--- config.mk ---
export PLATFORM = sky130hd
export DESIGN_NAME = llsc_monitor
export DESIGN_NICKNAME = d
export VERILOG_FILES = /design/src/rtl/llsc_pkg.sv /design/src/rtl/llsc_match.sv /design/src/rtl/llsc_victim.sv /design/src/rtl/llsc_entry.sv /design/src/rtl/llsc_monitor.sv
export SDC_FILE = /design/constraint.sdc
export NUM_CORES = 1
export LEC_CHECK = 0
export ABC_CLOCK_PERIOD_IN_PS = 6300
export BUFFER_PORTS_ARGS = -buffer_cell sky130_fd_sc_hd__buf_2
export CORE_UTILIZATION = 55
export CTS_CLUSTER_SIZE = 25
export DETAILED_ROUTE_END_ITERATION = 12
export PLACE_DENSITY_LB_ADDON = 0.08
export SYNTH_ARGS = -nofsm -noshare
export SYNTH_HDL_FRONTEND = slang
export SYNTH_SLANG_ARGS = --single-unit
--- constraint.sdc ---
create_clock -name clk_i -period 6.3 [get_ports clk_i]
set_input_delay 1.89 -clock clk_i [delete_from_list [all_inputs] [get_ports clk_i]]
set_output_delay 1.89 -clock clk_i [all_outputs]
set_load 0.01 [all_outputs]
--- src/rtl/llsc_pkg.sv ---
package llsc_pkg;
  typedef enum logic [1:0] {
    OP_LL     = 2'b00,
    OP_SC     = 2'b01,
    OP_WR     = 2'b10,
    OP_WR_ALT = 2'b11
  } op_kind_e;
endpackage

--- src/rtl/llsc_match.sv ---
module llsc_match #(
  parameter int N      = 4,
  parameter int LINE_W = 26
) (
  input  logic                       valid_i,
  input  logic [LINE_W-1:0]          key_i,
  input  logic [N-1:0]               present_i,
  input  logic [N-1:0][LINE_W-1:0]   lines_i,
  output logic [N-1:0]               hit_o,
  output logic                       any_o
);
  for (genvar g = 0; g < N; g++) begin : g_cmp
    assign hit_o[g] = valid_i && present_i[g] && (lines_i[g] == key_i);
  end
  assign any_o = |hit_o;
endmodule

--- src/rtl/llsc_victim.sv ---
module llsc_victim #(
  parameter int N = 4
) (
  input  logic         clk_i,
  input  logic         rst_ni,
  input  logic         adv_i,
  output logic [N-1:0] sel_o
);
  localparam int IDX_W = (N > 1) ? $clog2(N) : 1;

  logic [IDX_W-1:0] ptr_q;

  always_ff @(posedge clk_i or negedge rst_ni) begin
    if (!rst_ni)    ptr_q <= '0;
    else if (adv_i) ptr_q <= (ptr_q == IDX_W'(N-1)) ? '0 : ptr_q + 1'b1;
  end

  for (genvar g = 0; g < N; g++) begin : g_sel
    assign sel_o[g] = (ptr_q == IDX_W'(g));
  end

  assert_victim_onehot_R3: assert property (@(posedge clk_i) disable iff (!rst_ni)
    $onehot(sel_o));
endmodule

--- src/rtl/llsc_entry.sv ---
module llsc_entry
  import llsc_pkg::*;
#(
  parameter int LINE_W = 26,
  parameter int ID_W   = 3
) (
  input  logic              clk_i,
  input  logic              rst_ni,
  input  logic              op_hit_i,
  input  op_kind_e          op_kind_i,
  input  logic [ID_W-1:0]   op_id_i,
  input  logic              inv_hit_i,
  input  logic              fill_i,
  input  logic [LINE_W-1:0] fill_line_i,
  output logic              present_o,
  output logic [LINE_W-1:0] line_o,
  output logic              sc_ok_o
);
  logic              present_q, present_d;
  logic [LINE_W-1:0] line_q, line_d;
  logic              locked_q, locked_d;
  logic [ID_W-1:0]   owner_q, owner_d;

  // invalidate first, then the completion, then a fill replaces the entry
  always_comb begin
    present_d = present_q;
    line_d    = line_q;
    locked_d  = locked_q;
    owner_d   = owner_q;
    if (inv_hit_i) locked_d = 1'b0;
    if (op_hit_i) begin
      unique case (op_kind_i)
        OP_LL: begin
          locked_d = 1'b1;
          owner_d  = op_id_i;
        end
        OP_SC: locked_d = 1'b0;
        default: if (locked_d && owner_d == op_id_i) locked_d = 1'b0;
      endcase
    end
    if (fill_i) begin
      present_d = 1'b1;
      line_d    = fill_line_i;
      locked_d  = 1'b0;
      owner_d   = '0;
    end
  end

  always_ff @(posedge clk_i or negedge rst_ni) begin
    if (!rst_ni) begin
      present_q <= 1'b0;
      line_q    <= '0;
      locked_q  <= 1'b0;
      owner_q   <= '0;
    end else begin
      present_q <= present_d;
      line_q    <= line_d;
      locked_q  <= locked_d;
      owner_q   <= owner_d;
    end
  end

  assign present_o = present_q;
  assign line_o    = line_q;
  assign sc_ok_o   = op_hit_i && (op_kind_i == OP_SC) && locked_q && !inv_hit_i &&
                     (owner_q == op_id_i);

  assert_sc_clears_R6: assert property (@(posedge clk_i) disable iff (!rst_ni)
    op_hit_i && op_kind_i == OP_SC |=> !locked_q);
  assert_inv_clears_R8: assert property (@(posedge clk_i) disable iff (!rst_ni)
    inv_hit_i && !(op_hit_i && op_kind_i == OP_LL) |=> !locked_q);
  assert_ll_locks_R4: assert property (@(posedge clk_i) disable iff (!rst_ni)
    op_hit_i && op_kind_i == OP_LL && !fill_i |=> locked_q && owner_q == $past(op_id_i));
  assert_fill_unlocked_R12: assert property (@(posedge clk_i) disable iff (!rst_ni)
    fill_i |=> present_q && !locked_q);
  assert_lock_needs_line_R12: assert property (@(posedge clk_i) disable iff (!rst_ni)
    locked_q |-> present_q);
endmodule

--- src/rtl/llsc_monitor.sv ---
module llsc_monitor
  import llsc_pkg::*;
#(
  parameter int NUM_ENTRIES = 4,
  parameter int LINE_W      = 26,
  parameter int ID_W        = 3
) (
  input  logic              clk_i,
  input  logic              rst_ni,
  input  logic              op_valid_i,
  input  logic [1:0]        op_kind_i,
  input  logic [LINE_W-1:0] op_line_i,
  input  logic [ID_W-1:0]   op_id_i,
  input  logic              inv_valid_i,
  input  logic [LINE_W-1:0] inv_line_i,
  input  logic              fill_valid_i,
  input  logic [LINE_W-1:0] fill_line_i,
  output logic              done_o,
  output logic              success_o,
  output logic              result_o
);
  localparam int N = NUM_ENTRIES;

  op_kind_e                  kind;
  logic [N-1:0]              present;
  logic [N-1:0][LINE_W-1:0]  lines;
  logic [N-1:0]              op_hit, inv_hit, fill_hit, sc_ok, victim, fill_sel;
  logic                      op_any, inv_any, fill_any, install;
  logic                      success_d, result_d;
  logic                      done_q, success_q, result_q;

  assign kind = op_kind_e'(op_kind_i);

  llsc_match #(.N(N), .LINE_W(LINE_W)) u_op_match (
    .valid_i(op_valid_i), .key_i(op_line_i), .present_i(present), .lines_i(lines),
    .hit_o(op_hit), .any_o(op_any));

  llsc_match #(.N(N), .LINE_W(LINE_W)) u_inv_match (
    .valid_i(inv_valid_i), .key_i(inv_line_i), .present_i(present), .lines_i(lines),
    .hit_o(inv_hit), .any_o(inv_any));

  llsc_match #(.N(N), .LINE_W(LINE_W)) u_fill_match (
    .valid_i(fill_valid_i), .key_i(fill_line_i), .present_i(present), .lines_i(lines),
    .hit_o(fill_hit), .any_o(fill_any));

  assign install  = fill_valid_i && !fill_any;
  assign fill_sel = victim & {N{install}};

  llsc_victim #(.N(N)) u_victim (
    .clk_i(clk_i), .rst_ni(rst_ni), .adv_i(install), .sel_o(victim));

  for (genvar g = 0; g < N; g++) begin : g_entry
    llsc_entry #(.LINE_W(LINE_W), .ID_W(ID_W)) u_entry (
      .clk_i      (clk_i),
      .rst_ni     (rst_ni),
      .op_hit_i   (op_hit[g]),
      .op_kind_i  (kind),
      .op_id_i    (op_id_i),
      .inv_hit_i  (inv_hit[g]),
      .fill_i     (fill_sel[g]),
      .fill_line_i(fill_line_i),
      .present_o  (present[g]),
      .line_o     (lines[g]),
      .sc_ok_o    (sc_ok[g]));
  end

  // untracked lines always report success
  assign success_d = !(kind == OP_SC && op_any) || (|sc_ok);
  assign result_d  = (kind == OP_SC) && success_d;

  always_ff @(posedge clk_i or negedge rst_ni) begin
    if (!rst_ni) begin
      done_q    <= 1'b0;
      success_q <= 1'b0;
      result_q  <= 1'b0;
    end else begin
      done_q    <= op_valid_i;
      success_q <= op_valid_i && success_d;
      result_q  <= op_valid_i && result_d;
    end
  end

  assign done_o    = done_q;
  assign success_o = success_q;
  assign result_o  = result_q;

  assert_done_pulse_R2: assert property (@(posedge clk_i) disable iff (!rst_ni)
    op_valid_i |=> done_o);
  assert_quiet_idle_R2: assert property (@(posedge clk_i) disable iff (!rst_ni)
    !op_valid_i |=> !done_o && !success_o && !result_o);
  assert_result_success_R5: assert property (@(posedge clk_i) disable iff (!rst_ni)
    result_o |-> success_o);
  assert_unique_line_R3: assert property (@(posedge clk_i) disable iff (!rst_ni)
    $onehot0(op_hit) && $onehot0(inv_hit) && $onehot0(fill_hit));
  assert_miss_success_R9: assert property (@(posedge clk_i) disable iff (!rst_ni)
    op_valid_i && !op_any |=> success_o);
  assert_race_sc_fails_R10: assert property (@(posedge clk_i) disable iff (!rst_ni)
    op_valid_i && kind == OP_SC && op_any && inv_valid_i && inv_any &&
    inv_line_i == op_line_i |=> !success_o);
endmodule

==> key figures <==
Setup path
  • Setup CP Type: in -> reg
  • Max Fanout on Critical Path: 17
  • Slowest cell delay on critical path: 0.98 ns
  • Slowest cell on crit path: sky130_fd_sc_hd__nand4_1
  • Worst reg2reg startpoint: g_entry[0].u_entry.line_o[14]
  • Timing startpoint of the critical path: fill_line_i[4]
  • Worst endpoint required time: 6.62 ns
  • Type of element capturing the critical path: flop
  • Reg2reg path depth: 7
  • Sequence of cells on the critical path: buf_2 -> xnor2_1 -> nand4_1 -> nor4_1 -> a22oi_1 -> nand4_1 -> buf_4 -> mux2_2
  • Worst path depth: 8
  • Critical Path Most Common Cell: sky130_fd_sc_hd__nand4_1
  • Element type at the critical path start: primary input
  • Critical path's top delay family: simple AND/OR/NAND/NOR gates
  • Arrival time reported for the critical path endpoint: 4.88 ns
  • Buffers and inverters on the worst path: 2

Synthesis
  • Async set-or-reset flop fraction in the synthesized netlist: 100.0%
  • Number of instances in the synthesized netlist: 835
  • Xor and xnor area share after synthesis: 31.68%
  • Proportion of synthesized area in mux cells: 14.71%
  • #FFs+latches synth: 129
  • Top-count cell post-synth: sky130_fd_sc_hd__xnor2_1
  • Netlist Area Pre-Place: 8957 um2
  • Per-instance average area after synthesis: 10.73 um2
  • Largest family of logic cells by synthesized area: XOR/XNOR gates
  • Fraction of the mapped netlist area in compound gates: 1.509%
  • Simple-gate area share of the yosys netlist: 12.71%
  • Count of flip-flops with a built-in enable after synthesis: 0
  • Largest cells by area after synthesis: sky130_fd_sc_hd__dfrtp_1 36%, sky130_fd_sc_hd__xnor2_1 18%, sky130_fd_sc_hd__mux2_2 14%
  • Most used standard cells in the synthesized netlist: 187 x sky130_fd_sc_hd__xnor2_1, 137 x sky130_fd_sc_hd__xor2_1, 129 x sky130_fd_sc_hd__dfrtp_1
  • Distinct cell type count of the synthesized netlist: 37
  • Most common flop cell mapped by yosys: sky130_fd_sc_hd__dfrtp_1
  • Area share of fa/ha/maj cells after synthesis: 0.5587%
  • Fraction of the yosys area taken by sequential cells: 36.04%
  • Number of warnings printed during yosys synthesis: 0
  • Cell taking the most area after synthesis: sky130_fd_sc_hd__dfrtp_1
  • Synth top area share: 36.04%
  • Synthesized net count: 927

Clock network
  • Number of hold buffers added after CTS: 0
  • Clock sink count: 129
  • Post-CTS Setup Inserts: 0
  • Cts repair resizes: 0
  • Root Buffer Master: sky130_fd_sc_hd__clkbuf_16
  • TritonCTS clock tree: yes
  • Total CTS buffers: 17
  • # H-tree levels: 4
  • Clock-pin slew on the worst setup and hold paths: 0.07 ns
  • Clk buf depth: 2
  • Insertion delay of the later-clocked pin in the worst-skew pair: 0.43 ns

STA
  • Final setup fails: 0
  • Final TNS setup: 0 ns
  • Slew Viols, Final: 0
  • Hold slack final: 0.5468 ns
  • Relative slew margins: 21.08%
  • Highest clock frequency the design can meet: 219.1 MHz
  • RSZ-0062 raised after global routing: false
  • Final Hold Fails: 0
  • Share of the clock period used by the worst path: 72.45%
  • Slew at the pin closest to its max-slew limit: 1.180 ns
  • Post-layout min period: 4.564 ns
  • Setup Skew: 0.01293 ns

Global routing
  • Wire length of the first global-routing pass: 48.76 mm
  • Global routing met3 resource utilization: 8.712%
  • Met1 track demand over resource: 56.81%
  • Total overflow reported by the global router: 0
  • All-layer global routing usage: 42.80%
  • Global routing's busiest layer: met2
  • Met2 track demand over resource: 64.39%
  • Maximum number of pins on one net before global-route repair: 59
  • Number of global-route vias before repair: 7164
  • Number of antenna violations at the first check in global routing: 0

Floorplan
  • Initial core utilization: 56.39%
  • Area of the die: 16800 um2
  • Core region area: 15890 um2
  • Floorplan die width: 129.6 um
  • Vertical die dimension: 129.6 um
  • Row Count: 46
  • Top Ports: 91

Cells and area
  • Layout Cells excl Fill: 1131
  • Share of post-route cells with drive strength above 1: 27.21%
  • Layout overhead on the synthesized area: 12.49%
  • Filler instances: 1315
  • Finished Core Util: 63.43%
  • NumNets Final: 994
  • Ant. Diodes: 0

Placement
  • Hpwl dp: 27.44 mm
  • Number of instances in the placed design: 1099
  • Input/output buffers: 90
  • RD Place Congestion: 1.110

Power
  • Logic gate share of total power: 43.1%
  • Pint: 2774 uW
  • Max IR drop VDD: 0.3503 mV
  • Switching Share: 45.57%
  • Fraction of power consumed by sequential logic: 37.5%
  • Static leakage: 0.004012 uW
  • Proportion of power drawn by the clock network: 19.4%
  • Switching Power: 2323 uW
  • Power per Cell Area: 505.9 nW/um2

Detailed routing
  • Final wirelength: 34.40 mm
  • Initial DRT Pass Iterations: 7
  • Number of DRC violations after detailed-routing iteration 0: 662
  • Antenna-violating nets left: 0
  • Remaining DRCs: 0
  • Vias: 7301
  • Wire per inst: 30.41 um
  • Detailed-route vias per instance: 6.455

Hold path
  • Hold Crit Depth: 1
  • Hold Crit Class: reg -> reg
  • Start point of the worst min-delay path: g_entry[0].u_entry.present_o

Run
  • Max capacitance violation total: 0

Status
  • Run status: complete, no violations
==> per-layer routing <==
metal / wire (um) / share of wire [%]
met1: 13790 / 40
met2: 15170 / 44
met3: 3275 / 9.5
met4: 2159 / 6.3
met5: 0 / 0
==> metrics by stage <==
step | total power [uW] | area [um2] | setup slack [ns]
2_1_floorplan | 3108 | 8957 | 2.676
5_1_grt | 5232 | 10080 | 1.730
3_5_place_dp | 4008 | 9505 | 1.494
3_3_place_gp | 3966 | 9505 | 1.478
6_report | 5098 | 10080 | 1.736
4_1_cts | 5000 | 10080 | 1.939
==> cell families after synthesis <==
logic type	after synthesis
XOR/XNOR	324
AND/OR/NAND/NOR	190
flip-flops	129
multiplexers	117
buffers and inverters	54
AO/OA/AOI/OAI	17
adder cells (fa/ha/maj)	4
==> final timing paths <==
check,end,slack [ns]
worst min register to register,g_entry[0].u_entry.present_o,0.55
worst max register to register,g_entry[1].u_entry.line_o[13],2.97
min in group asynchronous,g_entry[1].u_entry.line_o[23],1.56
max in group asynchronous,g_entry[2].u_entry.line_o[8],3.53
worst max-delay path,g_entry[1].u_entry.line_o[13],1.74
worst min-delay path,g_entry[0].u_entry.present_o,0.55
==> worst reg2reg max path, cell delays in order (launching register included) <==
cell	delay [ns]
sky130_fd_sc_hd__dfrtp_1	0.44
sky130_fd_sc_hd__xnor2_1	0.41
sky130_fd_sc_hd__nand4_1	0.15
sky130_fd_sc_hd__nor3_1	0.38
sky130_fd_sc_hd__a22oi_1	0.24
sky130_fd_sc_hd__nand4_1	0.86
sky130_fd_sc_hd__buf_4	0.39
sky130_fd_sc_hd__mux2_2	0.37
==> layout make-up <==
type                            count  area [um2]  area share, %
Multi-Input combinational cell    652        5479          54.38
Clock inverter                     14       141.4          1.403
Inverter                            4       15.01         0.1490
Clock buffer                       18       429.2          4.259
Tap cell                          216       270.3          2.682
Timing Repair Buffer               98       513.0          5.091
Sequential cell                   129        3228          32.04
==> flip-flops by register name, indices dropped and copies added (netlist names) <==
| name | flops |
|---|---|
| result_o | 1 |
| g_entry.u_entry.owner_q | 12 |
| g_entry.u_entry.present_o | 4 |
| success_o | 1 |
| u_victim.ptr_q | 2 |
| g_entry.u_entry.locked_q | 4 |
| g_entry.u_entry.line_o | 104 |
| done_o | 1 |
==> power by group through the flow <==
stage | clock (uW) | combinational (uW) | sequential, uW
after floorplan | 0 | 1480 | 1620
after global placement | 0 | 2110 | 1850
after detailed placement | 0 | 2130 | 1880
after CTS | 987 | 2140 | 1870
after global routing | 1020 | 2280 | 1930
final | 989 | 2200 | 1910
==> placed cells by master, fill, tap and decap left out, types with 2 or more instances in the layout <==
cell / n
sky130_fd_sc_hd__dfrtp_1: 129
sky130_fd_sc_hd__nand2_1: 18
sky130_fd_sc_hd__clkbuf_16: 17
sky130_fd_sc_hd__nand3_1: 22
sky130_fd_sc_hd__inv_1: 4
sky130_fd_sc_hd__and2_1: 12
sky130_fd_sc_hd__a21boi_0: 4
sky130_fd_sc_hd__buf_4: 9
sky130_fd_sc_hd__nor4_1: 47
sky130_fd_sc_hd__ha_1: 4
sky130_fd_sc_hd__mux2_2: 114
sky130_fd_sc_hd__a22oi_1: 2
sky130_fd_sc_hd__clkinvlp_4: 4
sky130_fd_sc_hd__o21a_1: 3
sky130_fd_sc_hd__mux2_1: 3
sky130_fd_sc_hd__xor2_1: 137
sky130_fd_sc_hd__a31oi_1: 2
sky130_fd_sc_hd__nor4b_1: 4
sky130_fd_sc_hd__nor3_1: 15
sky130_fd_sc_hd__inv_6: 7
sky130_fd_sc_hd__xnor2_1: 187
sky130_fd_sc_hd__nand2b_1: 7
sky130_fd_sc_hd__buf_2: 89
sky130_fd_sc_hd__nand4_1: 50
sky130_fd_sc_hd__o41a_1: 4
sky130_fd_sc_hd__nor4_2: 3
Note: power is estimated with default switching activity, not from simulation.
